### src/rtl/zol_pkg.sv
package zol_pkg;
   typedef enum logic [1:0] {
      NPC_SEQ    = 2'd0,
      NPC_BRANCH = 2'd1,
      NPC_LOOP   = 2'd2,
      NPC_TRAP   = 2'd3
   } npc_src_e;
endpackage

### src/rtl/zol_addr_match.sv
module zol_addr_match #(
   parameter int AW = 16,
   parameter bit EN = 1'b1
) (
   input  logic [AW-1:0] a_i,
   input  logic [AW-1:0] b_i,
   output logic          hit_o
);
   generate
      if (EN) begin : g_on
         assign hit_o = (a_i == b_i);
      end else begin : g_off
         assign hit_o = 1'b0;
      end
   endgenerate
endmodule

### src/rtl/zol_loop_ctl.sv
module zol_loop_ctl #(
   parameter int CW = 16
) (
   input  logic          rpt_on_i,
   input  logic          at_end_i,
   input  logic [CW-1:0] count_i,
   output logic          jump_o,
   output logic          exit_o,
   output logic [CW-1:0] count_o
);
   localparam logic [CW-1:0] ONE = CW'(1);

   logic armed;
   assign armed  = rpt_on_i & at_end_i;
   assign jump_o = armed & (count_i > ONE);
   assign exit_o = armed & (count_i <= ONE);

   always_comb begin
      if (jump_o)      count_o = count_i - ONE;
      else if (exit_o) count_o = '0;
      else             count_o = count_i;
   end
endmodule

### src/rtl/zol_npc_sel.sv
module zol_npc_sel
   import zol_pkg::*;
#(
   parameter int             AW       = 16,
   parameter logic [AW-1:0]  TRAP_VEC = 16'h3FF0
) (
   input  logic [AW-1:0] pc_i,
   input  logic          trap_i,
   input  logic          br_taken_i,
   input  logic [AW-1:0] br_target_i,
   input  logic          loop_jump_i,
   input  logic [AW-1:0] rpt_start_i,
   output npc_src_e      src_o,
   output logic [AW-1:0] npc_o
);
   always_comb begin
      if (trap_i)           src_o = NPC_TRAP;
      else if (br_taken_i)  src_o = NPC_BRANCH;
      else if (loop_jump_i) src_o = NPC_LOOP;
      else                  src_o = NPC_SEQ;
   end

   always_comb begin
      unique case (src_o)
         NPC_TRAP:   npc_o = TRAP_VEC;
         NPC_BRANCH: npc_o = br_target_i;
         NPC_LOOP:   npc_o = rpt_start_i;
         default:    npc_o = pc_i + 1'b1;
      endcase
   end
endmodule

### src/rtl/zol_seq.sv
module zol_seq
   import zol_pkg::*;
#(
   parameter int            AW       = 16,
   parameter int            CW       = 16,
   parameter int            SW       = 16,
   parameter logic [AW-1:0] RESET_PC = 16'hFFC0,
   parameter logic [AW-1:0] TRAP_VEC = 16'h3FF0,
   parameter int            RP_BIT   = 0,
   parameter int            DB_BIT   = 12,
   parameter int            SM_BIT   = 15,
   parameter bit            BRK_EN   = 1'b1
) (
   input  logic          clk,
   input  logic          rst_n,
   input  logic          retire_i,
   input  logic          br_taken_i,
   input  logic [AW-1:0] br_target_i,
   input  logic [AW-1:0] rpt_start_i,
   input  logic [AW-1:0] rpt_end_i,
   input  logic [AW-1:0] brk_addr_i,
   input  logic          ctl_we_i,
   input  logic [CW-1:0] ctl_count_i,
   input  logic [SW-1:0] ctl_status_i,
   output logic [AW-1:0] pc_o,
   output logic [CW-1:0] rpt_count_o,
   output logic [SW-1:0] status_o,
   output logic          trap_o,
   output logic [AW-1:0] save_pc_o,
   output logic [SW-1:0] save_status_o
);
   localparam logic [SW-1:0] SM_MASK = {{(SW-1){1'b0}}, 1'b1} << SM_BIT;

   generate
      if (AW < 2) begin : g_bad_aw
         $error("zol_seq: AW must be at least 2");
      end
      if (CW < 1) begin : g_bad_cw
         $error("zol_seq: CW must be at least 1");
      end
      if (RP_BIT >= SW || DB_BIT >= SW || SM_BIT >= SW) begin : g_bad_bits
         $error("zol_seq: status bit position outside status word");
      end
      if (RP_BIT == DB_BIT || RP_BIT == SM_BIT || DB_BIT == SM_BIT) begin : g_dup_bits
         $error("zol_seq: status bit positions must differ");
      end
   endgenerate

   logic [AW-1:0] pc_q, save_pc_q, npc;
   logic [CW-1:0] cnt_q, cnt_loop;
   logic [SW-1:0] st_q, save_st_q;
   logic          trap_q;
   logic          end_hit, brk_hit, trap_hit, loop_jump, loop_exit;
   npc_src_e      src;

   zol_addr_match #(.AW(AW), .EN(1'b1)) u_end_cmp (
      .a_i  (pc_q),
      .b_i  (rpt_end_i),
      .hit_o(end_hit)
   );

   zol_addr_match #(.AW(AW), .EN(BRK_EN)) u_brk_cmp (
      .a_i  (pc_q),
      .b_i  (brk_addr_i),
      .hit_o(brk_hit)
   );

   assign trap_hit = st_q[DB_BIT] & brk_hit;

   zol_loop_ctl #(.CW(CW)) u_loop (
      .rpt_on_i(st_q[RP_BIT]),
      .at_end_i(end_hit),
      .count_i (cnt_q),
      .jump_o  (loop_jump),
      .exit_o  (loop_exit),
      .count_o (cnt_loop)
   );

   zol_npc_sel #(.AW(AW), .TRAP_VEC(TRAP_VEC)) u_sel (
      .pc_i       (pc_q),
      .trap_i     (trap_hit),
      .br_taken_i (br_taken_i),
      .br_target_i(br_target_i),
      .loop_jump_i(loop_jump),
      .rpt_start_i(rpt_start_i),
      .src_o      (src),
      .npc_o      (npc)
   );

   always_ff @(posedge clk or negedge rst_n) begin
      if (!rst_n) begin
         pc_q      <= RESET_PC;
         cnt_q     <= '0;
         st_q      <= '0;
         save_pc_q <= '0;
         save_st_q <= '0;
         trap_q    <= 1'b0;
      end else if (ctl_we_i) begin
         cnt_q  <= ctl_count_i;
         st_q   <= ctl_status_i;
         trap_q <= 1'b0;
      end else if (retire_i) begin
         pc_q   <= npc;
         trap_q <= (src == NPC_TRAP);
         unique case (src)
            NPC_TRAP: begin
               save_pc_q <= pc_q;
               save_st_q <= st_q;
               st_q      <= st_q & SM_MASK;
            end
            NPC_BRANCH: ;
            default: begin
               cnt_q <= cnt_loop;
               if (loop_exit) st_q[RP_BIT] <= 1'b0;
            end
         endcase
      end else begin
         trap_q <= 1'b0;
      end
   end

   assign pc_o          = pc_q;
   assign rpt_count_o   = cnt_q;
   assign status_o      = st_q;
   assign trap_o        = trap_q;
   assign save_pc_o     = save_pc_q;
   assign save_status_o = save_st_q;
endmodule

### config.mk
export PLATFORM = sky130hd
export DESIGN_NAME = zol_seq
export DESIGN_NICKNAME = d
export VERILOG_FILES = /design/src/rtl/zol_pkg.sv /design/src/rtl/zol_addr_match.sv /design/src/rtl/zol_loop_ctl.sv /design/src/rtl/zol_npc_sel.sv /design/src/rtl/zol_seq.sv
export SDC_FILE = /design/constraint.sdc
export NUM_CORES = 1
export LEC_CHECK = 0
export ABC_AREA = 1
export BUFFER_PORTS_ARGS = -buffer_cell sky130_fd_sc_hd__buf_2
export CELL_PAD_IN_SITES_DETAIL_PLACEMENT = 1
export CELL_PAD_IN_SITES_GLOBAL_PLACEMENT = 2
export CORE_MARGIN = 2
export CORE_UTILIZATION = 28
export DETAILED_ROUTE_END_ITERATION = 6
export PLACE_DENSITY_LB_ADDON = 0.05
export SLEW_MARGIN = 20
export SYNTH_ARGS = -nofsm -noshare
export SYNTH_HDL_FRONTEND = slang
export SYNTH_SLANG_ARGS = --single-unit
### constraint.sdc
create_clock -name clk -period 5.92 [get_ports clk]
set_clock_uncertainty 0.15 [all_clocks]
set_input_delay 0.592 -clock clk [delete_from_list [all_inputs] [get_ports clk]]
set_output_delay 0.592 -clock clk [all_outputs]
set_load 0.05 [all_outputs]
# Word-level counts from Yosys, hierarchy flattened
# Index checks and enable logic that the tools add are counted.
[word_totals]
regBits = 81
input_bits = 101
output_inout_bits = 81
wordCells = 50
[classes]
add_sub_neg = 2
magnitude_cmp = 2
n_eq_ne = 7
n_mux = 16
n_bitwise = 5
n_reduce_logical = 10
[op_table]
columns = ["operator", "count"]
rows = [
  ["16-bit 2-to-1 mux", 6],
  ["16-bit one-hot mux with 3 select lines", 1],
  ["16-bit == test", 2],
  ["16-bit by 1-bit adder with 16-bit output, second input constant", 1],
  ["16-bit by 1-bit greater-than comparator with 1-bit output, second input constant", 1],
  ["16-bit by 1-bit <= comparator with 1-bit output, second input constant", 1],
  ["16-bit by 1-bit subtractor with 16-bit output, second input constant", 1],
  ["15-bit 2-to-1 mux", 1],
  ["14-bit 2-to-1 mux", 1],
  ["3-bit AND reduction", 3],
  ["2-bit 2-to-1 mux", 3],
  ["3-bit nonzero test", 2],
  ["1-bit AND", 4],
  ["2-bit == test, second input constant", 2],
  ["2-bit AND reduction", 2],
  ["2-bit nonzero test", 2],
  ["1-bit 2-to-1 mux", 3],
  ["2-bit by 1-bit == test with 1-bit output, second input constant", 1],
  ["2-bit by 1-bit != test with 1-bit output, second input constant", 1],
  ["2-bit != test, second input constant", 1],
  ["1-bit one-hot mux with 2 select lines", 1],
  ["2-bit OR reduction", 1],
  ["1-bit inverter", 1],
]

# Logic depth before layout (Yosys ltp)
[depth]
ltp_word = 11
depth_mapped = 15

# Modules after synthesis
# Synthesis repeated with hierarchy kept, for this count alone.
[unflattened]
hier_cells = 773
hier_area_um2 = 5341.4
[by_module_without_submodules]
columns = ["module", "n_inst", "cells_each", "area_per_inst_um2", "seq_area_each_um2"]
rows = [
  ["zol_seq", 1, 391, 3328.2, 2039.5],
  ["zol_npc_sel", 1, 153, 848.3, 0.0],
  ["zol_loop_ctl", 1, 127, 671.9, 0.0],
  ["zol_addr_match", 2, 51, 246.5, 0.0],
]

# Least setup slack after synthesis
# Ideal clock, no wire load.
[synth_timing]
path_kind = "flip-flop to flip-flop"
startpoint = "reg cnt_q[0] (netlist: rpt_count_o[0])"
endpoint = "reg pc_q[4] (netlist: pc_o[4])"
setup_ns = 0.113
t_arrival_ns = 1.935
path_slack_ns = 3.722
stages_incl_launch_ff = 13
period_less_slack_ns = 2.198
cell_sequence = "dfrtp_1 -> inv_1 -> ha_1 -> nand2_1 -> a21oi_1 -> nand2_1 -> nand4_1 -> buf_6 -> buf_6 -> nand3_1 -> nand3_1 -> nand2_1 -> inv_1"
[synth_via]
elab_chain_cells = 7
[synth_lines]
columns = ["element", "line_no", "source"]
rows = [
  ["start: declaration", "zol_seq.sv:50", "logic [CW-1:0] cnt_q, cnt_loop;"],
  ["start signal: assignment", "zol_seq.sv:99", "cnt_q <= ctl_count_i;"],
  ["start signal: assignment", "zol_seq.sv:113", "cnt_q <= cnt_loop;"],
  ["16-bit by 1-bit greater-than comparator with 1-bit output (*)", "zol_loop_ctl.sv:15", "assign jump_o = armed & (count_i > ONE);"],
  ["1-bit AND (*)", "zol_loop_ctl.sv:15", ""],
  ["2-bit 2-to-1 mux (*)", "zol_npc_sel.sv:19", "else if (loop_jump_i) src_o = NPC_LOOP;"],
  ["2-bit 2-to-1 mux (*)", "zol_npc_sel.sv:18", "else if (br_taken_i) src_o = NPC_BRANCH;"],
  ["2-bit 2-to-1 mux (*)", "zol_npc_sel.sv:17", "if (trap_i) src_o = NPC_TRAP;"],
  ["2-bit == test / 2-bit by 1-bit == test with 1-bit output (equally long branches)", "zol_npc_sel.sv:24", "unique case (src_o)"],
  ["16-bit one-hot mux with 3 select lines (*)", "zol_npc_sel.sv:24", ""],
  ["end signal: assignment", "zol_seq.sv:103", "pc_q <= npc;"],
  ["end: declaration", "zol_seq.sv:49", "logic [AW-1:0] pc_q, save_pc_q, npc;"],
]
# Mark *: on every way between the ends. The rest lies on a longest branch, timed or not.
# A chain may end at the register's enable or synchronous reset.

# Worst setup path in the final report
[layout_timing]
startpoint = "reg pc_q[13] (netlist: pc_o[13])"
endpoint = "reg st_q[0] (netlist: status_o[0])"
[layout_via]
elab_chain_cells = 10
[layout_lines]
columns = ["element", "line_no", "source"]
rows = [
  ["16-bit == test", "zol_addr_match.sv:11", "assign hit_o = (a_i == b_i);"],
  ["1-bit AND", "zol_loop_ctl.sv:14", "assign armed = rpt_on_i & at_end_i;"],
  ["1-bit AND", "zol_loop_ctl.sv:15", ""],
  ["2-bit 2-to-1 mux", "zol_npc_sel.sv:19", ""],
  ["2-bit 2-to-1 mux", "zol_npc_sel.sv:18", ""],
  ["2-bit 2-to-1 mux", "zol_npc_sel.sv:17", ""],
  ["2-bit by 1-bit == test with 1-bit output / 2-bit == test (equally long branches)", "zol_seq.sv:105", "unique case (src)"],
  ["1-bit one-hot mux with 2 select lines", "zol_seq.sv:105", ""],
  ["15-bit 2-to-1 mux", "zol_seq.sv:102", "end else if (retire_i) begin"],
  ["16-bit 2-to-1 mux", "zol_seq.sv:98", "end else if (ctl_we_i) begin"],
  ["end signal: assignment", "zol_seq.sv:100", "st_q <= ctl_status_i;"],
  ["end signal: assignment", "zol_seq.sv:109", "st_q <= st_q & SM_MASK;"],
  ["end: declaration", "zol_seq.sv:51", "logic [SW-1:0] st_q, save_st_q;"],
]
# Parallel ways exist; a longest one is shown, timed or not. The select of a mux whose other input is x is not followed.

==> flow_summary_export.csv <==
group,metric,value,unit
outcome,status,"finished with violations",
outcome,violations,"DRC",
floorplanning,die_w,140,um
clocking,cts.htree.levels,3,
final_layout,nFillCells,2380,
yosys,yosys.area.top_type_share,34.2,%
flow_run,drv_cap,0,
global_route,grt_pass1_wl,31.2,mm
setup_path,crit_chain,"inv_1, nand2_1, o21ai_1, nor2_1, nand2_1, nor2_1, nand2_1, o21ai_2, o21ai_0",
timing,fin_tns_setup,0,ns
setup_path,critPathMaxStageDelay,0.62,ns
yosys,synthTopCellsByCount,"nand2_1 (277), inv_1 (84), nor2_1 (78)",
routing,first_pass_iters,7,
timing,rsz0062_at_grt,"no",
final_layout,area_growth_syn_to_layout,27.2,%
setup_path,worst_setup_path_start_kind,"register",
global_route,grtUsageTotal,20.2,%
yosys,ys.flop_type,"dfrtp_1",
place,placed_cell_area,6260,um2
timing,fin_crit_sh,47.5,%
timing,worst_pin_slew,0.887,ns
setup_path,cp.arrival,2.86,ns
pwr,ir_worst_vdd,140,uV
final_layout,drive_gt1_share,25.9,%
yosys,ys.warnings.count,0,
routing,ant_nets,0,
floorplanning,die-area,19600,um2
routing,detailroute.via_count,5534,
yosys,yosysSeqAreaShare,39.3,%
place,dp_hpwl,15.2,mm
global_route,first_global_vias,5789,
clocking,clk_path_buf_depth,2,
clocking,clock-sinks,81,
setup_path,end_kind,"register",
clocking,cts_setup_buffers,0,
routing,wl,19.4,mm
setup_path,startpoint,"pc_o[13]$_DFFE_PN1P_",
yosys,synth_nets,883,
setup_path,cp_max_fo,15,
global_route,overflow,0,
yosys,yosys.area.top_type,"dfrtp_1",
routing,wl_per_cell,16.4,um
global_route,grt_max_degree,64,
worst_hold_path,hold_class,"in -> async",
setup_path,worstPathRequired,5.97,ns
clocking,cts_tree,"done",
setup_path,rr_startpoint,"pc_o[13]$_DFFE_PN1P_",
global_route,antenna_found_initial,0,
clocking,cts_root_buf,"clkbuf_16",
floorplanning,core,18100,um2
place,finalWeightedCongestion,0.821,
setup_path,crit_type,"reg -> reg",
timing,fmax,356,MHz
yosys,syn_inst,779,
clocking,cts_made_buffers,9,
yosys,ys_types,31,
routing,drt_iter0_markers,268,
floorplanning,io_pins,182,
yosys,ys_top_cells_by_area,"dfrtp_1 (34%), nand2_1 (20%), nand3_1 (7.3%)",
pwr,power.leakage,3.79,nW
setup_path,slowest_stage,"dfstp_2",
floorplanning,start_util,28.7,%
routing,via_per_inst,4.68,
place,io_buffers,181,
routing,route.detailed.drc,26,
timing,maxSlewHeadroom,40.8,%
yosys,yosysMostFrequentCell,"nand2_1",
final_layout,fin_area,6600,um2
timing,setup_viol,0,
pwr,p_per_area,279,nW/um2
clocking,cts.clk_slew.worst_paths,0.07,ns
clocking,cts_resized,0,
timing,timing.final.crit_period,2.81,ns
floorplanning,die_h,140,um
yosys,syn_area,5190,um2
floorplanning,std_cell_rows,49,
clocking,clk_latency,0.35,ns
timing,hold_viol,0,
timing,drv_slew,0,
clocking,holdBufCountCts,0,
yosys,synth_edf_count,0,
setup_path,path_common_cell,"nand2_1",
yosys,synth-seq-cells,81,
yosys,avgSynthCellArea,6.66,um2
yosys,async_reset_ff_share,100,%
final_layout,nets,1052,
## per-stage QoR
step	utilization, %	worst slack (ns)	hold slack (ns)	cells	total power, mW
final	36.5	3.11	0.00631	1183	1.84
after global routing	36.5	2.80	0.0198	1182	1.95
after CTS	36.5	3.04	0.0256	1182	1.87
after detailed placement	34.6	2.97	0.315	1166	1.21
after global placement	34.6	3.13	0.298	1166	1.20
after floorplan	-	3.72	0.146	779	1.02
## registers in the layout, indices dropped and copies added, names as in the netlist
register       flops
status_o          16
trap_o             1
pc_o              16
save_status_o     16
rpt_count_o       16
save_pc_o         16
## cells in the final DEF (no fill, tap or decap)
| cell | count |
|---|---|
| dfstp_2 | 10 |
| ha_1 | 3 |
| buf_4 | 4 |
| nor2b_1 | 1 |
| buf_2 | 180 |
| nand2_1 | 277 |
| nand2_2 | 3 |
| nor2_1 | 78 |
| xor2_1 | 22 |
| nor3_1 | 8 |
| and2_1 | 1 |
| nand4_1 | 7 |
| nor2_2 | 3 |
| nand2_4 | 2 |
| diode_2 | 1 |
| o211a_1 | 1 |
| o21ai_1 | 20 |
| o211ai_1 | 3 |
| dfrtp_1 | 71 |
| or2_2 | 18 |
| a21oi_1 | 2 |
| o21ai_2 | 1 |
| nand3_1 | 76 |
| xnor2_1 | 7 |
| inv_6 | 3 |
| o21ai_0 | 44 |
| inv_2 | 8 |
| inv_8 | 1 |
| clkbuf_16 | 9 |
| bufinv_16 | 2 |
| nand3b_1 | 1 |
| inv_1 | 84 |
| clkinv_4 | 1 |
| a21oi_2 | 1 |
| inv_4 | 1 |
## layout make-up
type | count | area (um2) | area share (%)
timing repair buffer | 184 | 931 | 14.1
antenna | 1 | 2.50 | 0.0379
clock inverter | 7 | 106 | 1.61
clock buffer | 9 | 225 | 3.41
tap | 229 | 287 | 4.34
inverter | 93 | 352 | 5.32
sequential | 81 | 2040 | 30.9
multi-input combinational | 579 | 2660 | 40.3
## worst max-delay path, delay by kind of cell (launching register included)
family | cells | cell delay, ns
buffers and inverters | 1 | 0.16
and+or+nand+nor | 5 | 0.85
DFF | 1 | 0.62
AOI/OAI and AO/OA | 3 | 0.87
## power by group
part	leakage [nW]	switching (mW)	total [mW]	internal [mW]
Sequential	1.03	0.0704	0.671	0.601
Combinational	2.59	0.377	0.526	0.149
Clock	0.163	0.266	0.645	0.378
Total	3.79	0.714	1.84	1.13
## logic make-up (layout without fill, tap and decap cells)
family / Yosys count / in the layout / synth area share (%)
DFF: 81 / 81 / 39.3
and+or+nand+nor: 475 / 475 / 38.2
other: 0 / 1 / 0
adders and majority gates: 3 / 3 / 0.723
xor gates and xnor gates: 29 / 29 / 4.89
AOI/OAI and AO/OA: 72 / 72 / 7.33
buffers and inverters: 119 / 293 / 9.52
## final timing paths
kind                                                      end  slack (ns)  cells after the start
worst min-delay path                save_pc_o[12]$_DFFE_PN0P_       0.006                      1
worst max-delay path                  status_o[0]$_DFFE_PN0P_        3.11                      9
max in group asynchronous          rpt_count_o[1]$_DFFE_PN0P_        4.53                      2
worst min register to register  save_status_o[12]$_DFFE_PN0P_        0.32                      1
min in group clk                      status_o[3]$_DFFE_PN0P_        0.30                      3
worst max register to register        status_o[0]$_DFFE_PN0P_        3.11                      9
## per-layer routing
metal | wire [um] | global-route usage [%] | part of all wire [%] | up-vias
li1 | - | - | - | 2764
met1 | 9720 | 29.5 | 50 | 2626
met2 | 8450 | 31.6 | 44 | 131
met3 | 971 | 2.77 | 5.0 | 13
met4 | 219 | 4.89 | 1.1 | 0
met5 | 0 | 0 | 0 | -
(Power assumes the default switching activity.)
